File: config.mk
export PLATFORM = sky130hd
export DESIGN_NAME = sdlc_addr_filter
export DESIGN_NICKNAME = d
export VERILOG_FILES = /design/src/rtl/sdlc_afilt_pkg.sv /design/src/rtl/sdlc_afilt_match.sv /design/src/rtl/sdlc_afilt_fsm.sv /design/src/rtl/sdlc_afilt_ostage.sv /design/src/rtl/sdlc_addr_filter.sv
export SDC_FILE = /design/constraint.sdc
export NUM_CORES = 1
export LEC_CHECK = 0
export BUFFER_PORTS_ARGS = -buffer_cell sky130_fd_sc_hd__buf_2
export CAP_MARGIN = 25
export CORE_MARGIN = 2
export CORE_UTILIZATION = 43
export DETAILED_ROUTE_END_ITERATION = 8
export PLACE_DENSITY = 0.87
export SKIP_LAST_GASP = 1
export SYNTH_ARGS = -nofsm -noshare
export SYNTH_HDL_FRONTEND = slang
export SYNTH_SLANG_ARGS = --single-unit
export TNS_END_PERCENT = 1
File: constraint.sdc
create_clock -name clk -period 2.5 [get_ports clk]
set_clock_uncertainty 0.1 [all_clocks]
set_input_delay 0.125 -clock clk [delete_from_list [all_inputs] [get_ports clk]]
set_output_delay 0.125 -clock clk [all_outputs]
set_load 0.02 [all_outputs]
File: src/rtl/sdlc_afilt_pkg.sv
package sdlc_afilt_pkg;

  typedef enum logic [1:0] {
    FR_IDLE = 2'd0,   // outside any frame
    FR_ADDR = 2'd1,   // opening flag seen, waiting for address byte
    FR_PASS = 2'd2,   // frame accepted
    FR_DROP = 2'd3    // frame rejected
  } fr_state_t;

endpackage

File: src/rtl/sdlc_afilt_match.sv
module sdlc_afilt_match #(
  parameter int ADDR_W = 8,
  parameter int HI_W   = 4
) (
  input  logic [ADDR_W-1:0] rx_byte,
  input  logic [ADDR_W-1:0] station,
  input  logic              hi_only,
  output logic              hit
);

  localparam int LO_W = ADDR_W - HI_W;

  logic [ADDR_W-1:0] cmp_mask;
  logic [ADDR_W-1:0] diff;
  logic              addr_eq;
  logic              bcast;

  generate
    if (LO_W > 0) begin : g_split
      localparam logic [ADDR_W-1:0] HI_MASK = {{HI_W{1'b1}}, {LO_W{1'b0}}};
      always_comb cmp_mask = hi_only ? HI_MASK : {ADDR_W{1'b1}};
    end else begin : g_whole
      always_comb cmp_mask = {ADDR_W{1'b1}};
    end
  endgenerate

  always_comb begin
    diff    = (rx_byte ^ station) & cmp_mask;
    addr_eq = (diff == '0);
    bcast   = ((rx_byte & cmp_mask) == cmp_mask);
    hit     = addr_eq | bcast;
  end

endmodule

File: src/rtl/sdlc_afilt_fsm.sv
module sdlc_afilt_fsm
  import sdlc_afilt_pkg::*;
(
  input  logic      clk,
  input  logic      rst_n,
  input  logic      take,
  input  logic      rx_hit,
  input  logic      filt_on,
  input  logic      sof,
  input  logic      eof,
  input  logic      abort,
  output logic      pass_byte,
  output fr_state_t state,
  output logic      accepted
);

  fr_state_t nxt;

  always_comb begin
    unique case (state)
      FR_IDLE: pass_byte = !filt_on;
      FR_ADDR: pass_byte = !filt_on || rx_hit;
      FR_PASS: pass_byte = 1'b1;
      FR_DROP: pass_byte = !filt_on;
      default: pass_byte = 1'b0;
    endcase
  end

  always_comb begin
    nxt = state;
    if (abort)                       nxt = FR_IDLE;
    else if (sof)                    nxt = FR_ADDR;
    else if (eof)                    nxt = FR_IDLE;
    else if (take && state == FR_ADDR)
      nxt = pass_byte ? FR_PASS : FR_DROP;
  end

  always_ff @(posedge clk or negedge rst_n) begin
    if (!rst_n) state <= FR_IDLE;
    else        state <= nxt;
  end

  assign accepted = (state == FR_PASS);

  AST_SOF_ARMS: assert property (@(posedge clk) disable iff (!rst_n)
    (sof && !abort) |=> (state == FR_ADDR));

  AST_DECIDE_ONCE: assert property (@(posedge clk) disable iff (!rst_n)
    (state == FR_ADDR && take && !sof && !eof && !abort) |=>
      (state == FR_PASS || state == FR_DROP));

endmodule

File: src/rtl/sdlc_afilt_ostage.sv
module sdlc_afilt_ostage #(
  parameter int DATA_W = 8
) (
  input  logic              clk,
  input  logic              rst_n,
  input  logic              in_valid,
  output logic              in_ready,
  input  logic [DATA_W-1:0] in_data,
  input  logic              pass,
  output logic              take,
  output logic              out_valid,
  input  logic              out_ready,
  output logic [DATA_W-1:0] out_data
);

  logic load;

  assign in_ready = !out_valid || out_ready;
  assign take     = in_valid && in_ready;
  assign load     = take && pass;

  always_ff @(posedge clk or negedge rst_n) begin
    if (!rst_n) begin
      out_valid <= 1'b0;
      out_data  <= '0;
    end else if (load) begin
      out_valid <= 1'b1;
      out_data  <= in_data;
    end else if (out_ready) begin
      out_valid <= 1'b0;
    end
  end

  AST_STALL_HOLD: assert property (@(posedge clk) disable iff (!rst_n)
    (out_valid && !out_ready) |=> (out_valid && $stable(out_data)));

  AST_NO_PHANTOM: assert property (@(posedge clk) disable iff (!rst_n)
    $rose(out_valid) |-> $past(in_valid));

endmodule

File: src/rtl/sdlc_addr_filter.sv
module sdlc_addr_filter
  import sdlc_afilt_pkg::*;
#(
  parameter int DATA_W = 8,
  parameter int HI_W   = 4
) (
  input  logic              clk,
  input  logic              rst_n,
  input  logic              in_valid,
  output logic              in_ready,
  input  logic [DATA_W-1:0] in_data,
  input  logic              sof,
  input  logic              eof,
  input  logic              abort,
  input  logic              sdlc_mode,
  input  logic              search_en,
  input  logic              nibble_only,
  input  logic [DATA_W-1:0] station_addr,
  output logic              out_valid,
  input  logic              out_ready,
  output logic [DATA_W-1:0] out_data,
  output logic              frame_accepted
);

  logic      filt_on;
  logic      rx_hit;
  logic      pass_byte;
  logic      take;
  fr_state_t fr_state;

  assign filt_on = sdlc_mode && search_en;

  sdlc_afilt_match #(.ADDR_W(DATA_W), .HI_W(HI_W)) u_match (
    .rx_byte (in_data),
    .station (station_addr),
    .hi_only (nibble_only),
    .hit     (rx_hit)
  );

  sdlc_afilt_fsm u_fsm (
    .clk       (clk),
    .rst_n     (rst_n),
    .take      (take),
    .rx_hit    (rx_hit),
    .filt_on   (filt_on),
    .sof       (sof),
    .eof       (eof),
    .abort     (abort),
    .pass_byte (pass_byte),
    .state     (fr_state),
    .accepted  (frame_accepted)
  );

  sdlc_afilt_ostage #(.DATA_W(DATA_W)) u_out (
    .clk       (clk),
    .rst_n     (rst_n),
    .in_valid  (in_valid),
    .in_ready  (in_ready),
    .in_data   (in_data),
    .pass      (pass_byte),
    .take      (take),
    .out_valid (out_valid),
    .out_ready (out_ready),
    .out_data  (out_data)
  );

  AST_MARK_NO_BYTE: assert property (@(posedge clk) disable iff (!rst_n)
    (sof || eof || abort) |-> !(in_valid && in_ready));

  AST_ABORT_CLEARS: assert property (@(posedge clk) disable iff (!rst_n)
    abort |=> !frame_accepted);

  AST_EOF_CLEARS: assert property (@(posedge clk) disable iff (!rst_n)
    eof |=> !frame_accepted);

  AST_REJECT_SILENT: assert property (@(posedge clk) disable iff (!rst_n)
    (filt_on && fr_state == FR_DROP && in_valid && in_ready) |=> !out_valid);

  AST_MODE_OFF_PASS: assert property (@(posedge clk) disable iff (!rst_n)
    (!sdlc_mode && in_valid && in_ready) |=>
      (out_valid && out_data == $past(in_data)));

  AST_ACCEPT_RISE: assert property (@(posedge clk) disable iff (!rst_n)
    $rose(frame_accepted) |-> $past(in_valid && in_ready));

endmodule

==> run_results.csv, run 1 <==
group,metric,value,unit
run_status,outcome,"finished clean",
layout,final_util,62.0,%
synth,synth_top_area_share,38.9,%
layout,diodes,0,
power_and_ir_drop,cellPowerDensity,579,nW/um^2
clock_network,clock_tree.buffer_depth,2,
floorplanning,num_rows,14,
setup_path,cp.required,2.52,ns
synth,avgSynthCellArea,9.82,um^2
floorplanning,die_area,1980,um^2
clock_network,cts_root_buf,"clkbuf_4",
grt,grt-ovfl-total,0,
layout,mostFrequentLayoutCell,"buf_2",
synth,ys_seq_elements,11,
setup_path,crit_slowest_cell,"nor3_2",
flow_run,maxCapViolations,0,
synth,syn-num-nets,101,
grt,antenna_found_initial,0,
sta,setup_viol,0,
layout,drive_gt1_share,38.1,%
layout,area_growth,33.6,%
clock_network,cts_setup_buffers,0,
sta,max_clock_freq,0.494,GHz
route,routedWlPerCell,16.0,um
route,vias_per_cell,5.90,
sta,worstMarginPinSlew,0.578,ns
synth,dominantRegCellSynth,"dfrtp_1",
floorplanning,io_pins,37,
route,routed-wl-met3,128,um
sta,hold_viol_final,0,
synth,synth-async-reset-ratio,100,%
route,top_layer,"met4",
route,met1_length,775,um
route,dr_total_vias,761,
layout,layout_common_cells,"buf_2, inv_1, dfrtp_1",
setup_path,cp_max_fo,8,
sta,slew_viol_final,0,
setup_path,crit_path_end_kind,"register",
setup_path,crit-reg2reg-launch,"u_fsm.state[0]",
synth,synth-edff-count,0,
grt,grt_max_degree,17,
synth,yosysUniqueCellTypes,23,
placement,place_hpwl,1600,um
sta,layout_min_cycle_time,2.03,ns
grt,track_usage,23.1,%
setup_path,critPathMaxStageDelay,0.47,ns
clock_network,clk_latency,0.27,ns
synth,yosys_warnings,0,
clock_network,holdBufCountCts,2,
route,dr.pass1.iters,4,
clock_network,clock_sinks,11,
clock_network,htreeDepth,1,
placement,io_buffers,36,
route,met2_length,1100,um
route,antenna_left,0,
clock_network,post_cts_resized,0,
hold_path,min_from,"sof",
setup_path,cp.arrival,2.04,ns
setup_path,cp_top_family,"compound AO/OA/AOI/OAI gates",
floorplanning,initial_utilization,46.4,%
hold_path,hold_path_class,"input pin to register",
power_and_ir_drop,vdd.ir_drop.worst,0.369,mV
floorplanning,core-area,1520,um^2
synth,syn_inst,72,
route,wl,2060,um
clock_network,numCtsBuffers,3,
power_and_ir_drop,cellLeakagePower,0.000455,uW
setup_path,critPathBufInv,1,
setup_path,path_cells,"inv_1, ha_1, a21boi_1, o311ai_2, nor3_2, o32ai_1",
setup_path,cp-start-kind,"register",
synth,yosys-top-cells-area,"dfrtp_1, o32ai_1, xnor2_1",
grt,grt_first_pass_wirelength,3240,um
floorplanning,die_y,44.5,um
floorplanning,fp.dieW,44.5,um
sta,tns,0,ns
grt,grt_pass1_vias,753,
placement,place_congestion,0.782,
route,drc_errors,0,
sta,max_slew_margin,61.3,%
setup_path,crit_start,"u_fsm.state[0]",
layout,fin_nets,143,
layout,fillCellCount,130,
clock_network,cts_tree,"yes",
synth,seq_area_frac_synth,38.9,%
setup_path,crit_type,"register to register",
synth,syn_area,707,um^2
synth,synth_top_cell_by_area,"dfrtp_1",
sta,rsz0062_at_grt,"false",
route,drt_iter0_markers,18,
clock_network,path_clk_slew,0.07,ns
sta,period_share,81.0,%
## stage by stage
step           setup slack (ns)  power (uW)  hold slack, ns  instances  area (um^2)
3_5_place_dp              0.543         421         -0.0950        123          898
2_1_floorplan             0.670         339          -0.271         72          707
5_1_grt                   0.374         576          0.0453        129          945
4_1_cts                   0.529         547          0.0294        129          945
3_3_place_gp              0.701         414         -0.0946        123          898
6_report                  0.474         547          0.0289        129          945
## Yosys cell counts (2+ instances only)
library cell and number:
o21ai_0 8, ha_1 3, nor3_1 3, o32ai_1 8
o21a_1 2, nand4_1 2, xnor2_1 8, a41oi_1 2
dfrtp_1 11, inv_1 11, nor2_1 2
## kinds of logic (layout without fill, tap and decap cells)
kind of cell / count (synthesis) / in the layout / share of synthesized area, %
compound gates: 27 / 27 / 29.6
xor+xnor: 8 / 8 / 9.91
fa+ha+maj: 3 / 3 / 5.31
buf+inv: 13 / 54 / 8.14
flops: 11 / 11 / 38.9
simple gates: 10 / 10 / 8.14
## routing by layer
| layer | vias up | GRT usage, % |
|---|---|---|
| li1 | 355 | - |
| met1 | 361 | 23.7 |
| met2 | 36 | 40.9 |
| met3 | 9 | 5.31 |
| met4 | 0 | 15.8 |
| met5 | - | 0 |
## path summary, 6_finish.rpt
path / cells after the start / endpoint / slack, ns
setup reg to reg: 6 / u_out.out_data[5] / 0.47
max in group asynchronous: 2 / u_out.out_data[1] / 1.95
hold / removal: 3 / u_fsm.state[1] / 0.03
min in group asynchronous: 2 / u_fsm.state[1] / 0.14
setup / recovery: 6 / u_out.out_data[5] / 0.47
hold reg to reg: 2 / u_out.out_data[7] / 0.46
## report_power, final
group	internal [uW]	total, uW	switching, uW
logic	76.5	195	119
clock network	61.9	123	61.1
registers	210	228	18.1
total	349	547	198
## flip-flops by register name, summed over array words and instances, names as in the netlist
register	flops
u_out.out_valid	1
u_out.out_data	8
u_fsm.state	2
## worst register-to-register path, cell delays in order (launching register included)
cell and delay [ns]:
dfrtp_1 0.38, inv_1 0.07, ha_1 0.27, a21boi_1 0.24, o311ai_2 0.14, nor3_2 0.47, o32ai_1 0.20
## area by class of cell
cell class                 count  area [um^2]  share of cell area, %
multi-input combinational     48          374                   39.6
timing repair buffer          39          208                   22.0
clock buffer                   4         26.3                   2.78
inverter                      11         41.3                   4.37
sequential                    11          275                   29.1
tap                           16         20.0                   2.12
No activity file was read; power rests on OpenSTA's default activity.
==> run 2: changes to the inputs <==
- CORE_UTILIZATION: 43 -> 39
- PLACE_DENSITY: 0.87 -> 0.83
- clock period: 2.5 -> 1.7 ns (I/O delays scaled with it)
==> run 2 against run 1 <==
Against the previous run:
- routed wire length grew 11%
- clock power grew 46%
- fmax grew 12%
- total power grew 61%
- critical path depth grew 1
- clock-buffer cell count is the same
- the run now ends with negative setup slack left
- flip-flop and latch count is the same
==> run_results.csv, run 2 (same netlist as run 1, synthesis figures left out) <==
group,metric,value,unit
layout,diodes,0,
grt,grt_pass1_vias,810,
clock_network,clock_tree.buffer_depth,2,
hold_path,hold_depth,3,
setup_path,cp.arrival,1.85,ns
setup_path,cp_max_fo,5,
route,dr_total_vias,837,
setup_path,cp-start-kind,"register",
setup_path,cp.required,1.75,ns
route,routed-wl-met3,104,um
floorplanning,io_pins,37,
placement,place_congestion,0.748,
route,vias_per_cell,5.44,
floorplanning,num_rows,15,
layout,regArea,275,um^2
power_and_ir_drop,cellPowerDensity,748,nW/um^2
layout,reg_top3,"u_out.out_data x8, u_fsm.state x2, u_out.out_valid x1",
sta,postLayoutSetupSlackWorst,-0.103,ns
route,top_layer,"met4",
setup_path,r2r_cells,7,
placement,placed_cell_area,976,um^2
route,routedWlPerCell,14.9,um
layout,drive_gt1_share,50.4,%
hold_path,min_from,"in_data[1]",
layout,fillCellCount,129,
layout,regMostFlops,"u_out.out_data",
power_and_ir_drop,cellLeakagePower,0.000560,uW
route,antenna_left,0,
floorplanning,die_y,46.6,um
setup_path,crit-reg2reg-launch,"u_fsm.state[1]",
layout,final_util,68.9,%
route,dr.pass1.iters,4,
clock_network,path_clk_slew,0.07,ns
placement,dp_cells,138,
hold_path,worst_hold_path.endpoint,"u_out.out_data[1]",
route,drt_iter0_markers,8,
clock_network,cts_root_buf,"clkbuf_4",
grt,grt-ovfl-total,0,
placement,io_buffers,36,
setup_path,crit_type,"register to register",
setup_path,crit_slowest_cell,"dfrtp_1",
floorplanning,initial_utilization,41.4,%
floorplanning,core-area,1710,um^2
route,drc_errors,0,
layout,multiInputGateArea,452,um^2
sta,max_slew_margin,73.7,%
layout,area_growth,66.5,%
setup_path,cpMostUsedCell,"buf_4",
grt,grt_max_degree,12,
route,met1_length,1020,um
layout,mostFrequentLayoutCell,"buf_2",
grt,track_usage,21.1,%
clock_network,cts_tree,"yes",
clock_network,htreeDepth,1,
run_status,violations,"negative setup slack",
sta,max_clock_freq,0.555,GHz
route,wl,2300,um
floorplanning,fp.dieW,46.6,um
sta,hold_viol_final,0,
sta,period_share,106,%
setup_path,worst-r2r-setup-slack,-0.10,ns
sta,slew_viol_final,0,
hold_path,hold_path_class,"input pin to register",
sta,layout_min_cycle_time,1.80,ns
sta,setup_viol,10,
layout,fin_nets,159,
sta,worstMarginPinSlew,0.392,ns
route,met2_length,1130,um
sta,rsz0062_at_grt,"true",
setup_path,path_cells,"buf_4, inv_1, ha_2, o2111a_2, o21a_1, buf_4, o32ai_1",
flow_run,maxCapViolations,0,
clock_network,clock_sinks,11,
layout,final_cell_area,1180,um^2
run_status,outcome,"complete, but fails checks",
clock_network,numCtsBuffers,3,
power_and_ir_drop,vdd.ir_drop.worst,0.536,mV
layout,layout_common_cells,"buf_2, dfrtp_1, inv_1",
clock_network,clk_latency,0.27,ns
setup_path,r2r_end,"u_out.out_data[0]",
floorplanning,die_area,2170,um^2
layout,largest_register_ffs,8,
layout,instances_no_fill,154,
setup_path,crit_path_end_kind,"register",
placement,place_hpwl,1480,um
setup_path,critPathMaxStageDelay,0.41,ns
grt,grt_first_pass_wirelength,3240,um
grt,antenna_found_initial,0,
[run 2: cell count changes in the layout (fill, tap and decap cells not counted), moves of 4 or more]
cell           delta
buf_4             +8
o32ai_1           -4
o21ai_0           -6
dlygate4sd3_1     +5
o32ai_2           +4
[run 2: through the flow]
| step | hold WS [ns] | setup TNS [ns] | power [uW] | setup slack, ns |
|---|---|---|---|---|
| finish | 0.00931 | -0.500 | 880 | -0.103 |
| global route | 0.0228 | -1.19 | 928 | -0.169 |
| global placement | -0.132 | -0.0166 | 623 | -0.0120 |
| floorplan | -0.311 | 0 | 510 | 0.0116 |
| detailed placement | -0.131 | -0.388 | 633 | -0.0732 |
| CTS | 0.00103 | -0.0259 | 845 | -0.00986 |
[run 2: worst max path at each step]
stage,start,to,slack [ns],cells after the start
2_1_floorplan,u_fsm.state[0],u_out.out_data[0],0.01,6
3_3_place_gp,u_fsm.state[0],u_out.out_data[7],-0.01,7
3_5_place_dp,u_fsm.state[0],u_out.out_data[2],-0.07,7
4_1_cts,u_fsm.state[0],u_out.out_data[4],-0.01,7
5_1_grt,u_fsm.state[1],u_out.out_data[0],-0.17,7
6_report,u_fsm.state[1],u_out.out_data[0],-0.10,7
[run 2: metal layers]
| metal | vias to the layer above | global-route usage (%) |
|---|---|---|
| li1 | 390 | - |
| met1 | 402 | 25.5 |
| met2 | 39 | 35.6 |
| met3 | 6 | 2.35 |
| met4 | 0 | 12.6 |
| met5 | - | 0 |
[run 2: worst max-delay path: cells and delay by family (launching register included)]
| family | cells | cell delay, ns |
|---|---|---|
| buf+inv | 3 | 0.36 |
| flops | 1 | 0.41 |
| compound gates | 3 | 0.60 |
| fa+ha+maj | 1 | 0.20 |
[run 2: cell type report]
class,instances,share of cell area [%]
well taps,25,2.66
flip-flops and latches,11,23.4
clock buffers,4,2.23
inverters,11,3.51
multi-input cells,48,38.4
repair buffers,55,29.9
[run 2: where the power goes]
part	internal, uW	switching (uW)	leakage [uW]	total, uW
Sequential	309	29.5	0.000138	339
Clock	90.7	88.6	0.0000150	179
Combinational	162	201	0.000407	362
[run 2: repair_timing]
| action | 4_1_cts | 5_1_grt |
|---|---|---|
| buffers inserted | 2 | 2 |
| cloned | 1 | 0 |
| hold buffers | 7 | 0 |
| setup endpoints to repair | 8 | 10 |
| resized for setup | 6 | 12 |
| pin swaps | 2 | 6 |
| hold endpoints to repair | 16 | 0 |
==> run 3: changes to the inputs <==
- MAX_ROUTING_LAYER: default -> met4
==> run 3 against run 2 <==
Against the previous run:
- the flow still finishes with violations (negative setup slack)
- routed wire length is the same
- flip-flop and latch count is the same
- sequential power is essentially flat
- clock-buffer cell count is the same
- non-clock buffer count is the same
- combinational power is essentially flat
- critical path depth is the same
- fmax is the same
- critical endpoint unchanged
- largest cell class unchanged
- largest power group unchanged
==> run_results.csv, run 3 (same netlist as run 1, synthesis figures left out) <==
group,metric,value,unit
run_status,outcome,"complete, but fails checks",
run_status,violations,"negative setup slack",
clock_network,path_clk_slew,0.07,ns
setup_path,cp.arrival,1.85,ns
layout,diodes,0,
power_and_ir_drop,vdd.ir_drop.worst,0.536,mV
setup_path,critPathMaxStageDelay,0.41,ns
sta,postLayoutSetupSlackWorst,-0.103,ns
power_and_ir_drop,p_switching,319,uW
clock_network,htreeDepth,1,
route,drc_errors,0,
layout,mostFrequentLayoutCell,"buf_2",
sta,slew_viol_final,0,
power_and_ir_drop,cellPowerDensity,748,nW/um^2
power_and_ir_drop,power.total,880,uW
route,dr.pass1.iters,4,
power_and_ir_drop,power_frac_seq,38.5,%
hold_path,worst_hold_path.endpoint,"u_out.out_data[1]",
floorplanning,die_y,46.6,um
route,routedWlPerCell,14.9,um
setup_path,crit-reg2reg-launch,"u_fsm.state[1]",
floorplanning,io_pins,37,
route,vias_per_cell,5.44,
placement,io_buffers,36,
layout,area_growth,66.5,%
grt,track_usage,21.8,%
setup_path,r2r_end,"u_out.out_data[0]",
setup_path,r2r_cells,7,
grt,grt_pass1_vias,810,
placement,place_ws,-0.0732,ns
grt,grt_first_pass_wirelength,3240,um
power_and_ir_drop,cellLeakagePower,0.000560,uW
placement,place_congestion,0.758,
sta,rsz0062_at_grt,"true",
power_and_ir_drop,p_comb_share,41.1,%
setup_path,cpMostUsedCell,"buf_4",
clock_network,clk_latency,0.27,ns
floorplanning,fp.dieW,46.6,um
setup_path,cp.required,1.75,ns
sta,hold_viol_final,0,
sta,period_share,106,%
power_and_ir_drop,p_int,561,uW
clock_network,cts_root_buf,"clkbuf_4",
setup_path,crit_slowest_cell,"dfrtp_1",
placement,place_hpwl,1480,um
sta,max_clock_freq,0.555,GHz
grt,grt_max_degree,12,
clock_network,cts_tree,"yes",
flow_run,maxCapViolations,0,
hold_path,hold_depth,3,
setup_path,worst-r2r-setup-slack,-0.10,ns
layout,reg_top3,"u_out.out_data x8, u_fsm.state x2, u_out.out_valid x1",
route,dr_total_vias,837,
setup_path,cp_max_fo,5,
layout,layout_common_cells,"buf_2, dfrtp_1, inv_1",
layout,fin_nets,159,
setup_path,crit_type,"register to register",
floorplanning,initial_utilization,41.4,%
setup_path,cp-start-kind,"register",
clock_network,clock_tree.buffer_depth,2,
power_and_ir_drop,switching_share,36.2,%
clock_network,numCtsBuffers,3,
clock_network,clock_sinks,11,
setup_path,path_cells,"buf_4, inv_1, ha_2, o2111a_2, o21a_1, buf_4, o32ai_1",
layout,largest_register_ffs,8,
layout,final_cell_area,1180,um^2
power_and_ir_drop,clockPowerShare,20.4,%
floorplanning,die_area,2170,um^2
sta,worstMarginPinSlew,0.392,ns
floorplanning,core-area,1710,um^2
layout,drive_gt1_share,50.4,%
sta,layout_min_cycle_time,1.80,ns
route,wl,2300,um
grt,antenna_found_initial,0,
setup_path,crit_path_end_kind,"register",
route,drt_iter0_markers,8,
layout,regMostFlops,"u_out.out_data",
grt,grt-ovfl-total,0,
sta,setup_viol,10,
sta,max_slew_margin,73.7,%
floorplanning,num_rows,15,
placement,placed_cell_area,976,um^2
route,antenna_left,0,
hold_path,min_from,"in_data[1]",
hold_path,hold_path_class,"input pin to register",
## run 3: worst max-delay path by stage
stage                               from           endpoint  slack [ns]
after floorplan           u_fsm.state[0]  u_out.out_data[0]        0.01
after global placement    u_fsm.state[0]  u_out.out_data[7]       -0.01
after detailed placement  u_fsm.state[0]  u_out.out_data[2]       -0.07
after CTS                 u_fsm.state[0]  u_out.out_data[4]       -0.01
after global routing      u_fsm.state[1]  u_out.out_data[0]       -0.17
final                     u_fsm.state[1]  u_out.out_data[0]       -0.10
## run 3: power by group through the flow
stage / registers, uW / logic (uW) / clock network [uW]
2_1_floorplan: 394 / 116 / 0
3_3_place_gp: 335 / 288 / 0
3_5_place_dp: 336 / 296 / 0
4_1_cts: 332 / 328 / 185
5_1_grt: 343 / 390 / 195
6_report: 339 / 362 / 179
## run 3: cell type report
type,instances,area (um^2)
clock buffers,4,26.3
repair buffers,55,352
inverters,11,41.3
flip-flops and latches,11,275
well taps,25,31.3
fillers,129,531
multi-input cells,48,452
## run 3: worst max-delay path, delay by kind of cell (launching register included)
kind,cells,cell delay [ns]
compound gates,3,0.60
buf+inv,3,0.36
fa+ha+maj,1,0.20
flops,1,0.41
## run 3: timing repair
action                                 in CTS  in global routing
pin swaps                                   2                  6
gates cloned                                1                  0
endpoints found under the hold margin      16                  0
buffers inserted                            2                  2
setup endpoints to repair                   8                 10
hold buffers                                7                  0
gates resized for setup                     6                 12
## run 3: routing by layer
layer	track usage [%]	vias up	routed length, um
li1	-	390	-
met1	25.5	402	1030
met2	35.6	39	1130
met3	2.35	6	100
met4	12.6	0	37
met5	-	-	0
## run 3: through the flow
step	instances	setup TNS (ns)	hold slack [ns]	utilization [%]
after floorplan	72	0	-0.311	-
after global placement	138	-0.0166	-0.132	57.1
after detailed placement	138	-0.388	-0.131	57.1
after CTS	152	-0.0259	0.00103	64.9
after global routing	154	-1.19	0.0228	68.9
final	154	-0.500	0.00931	68.9
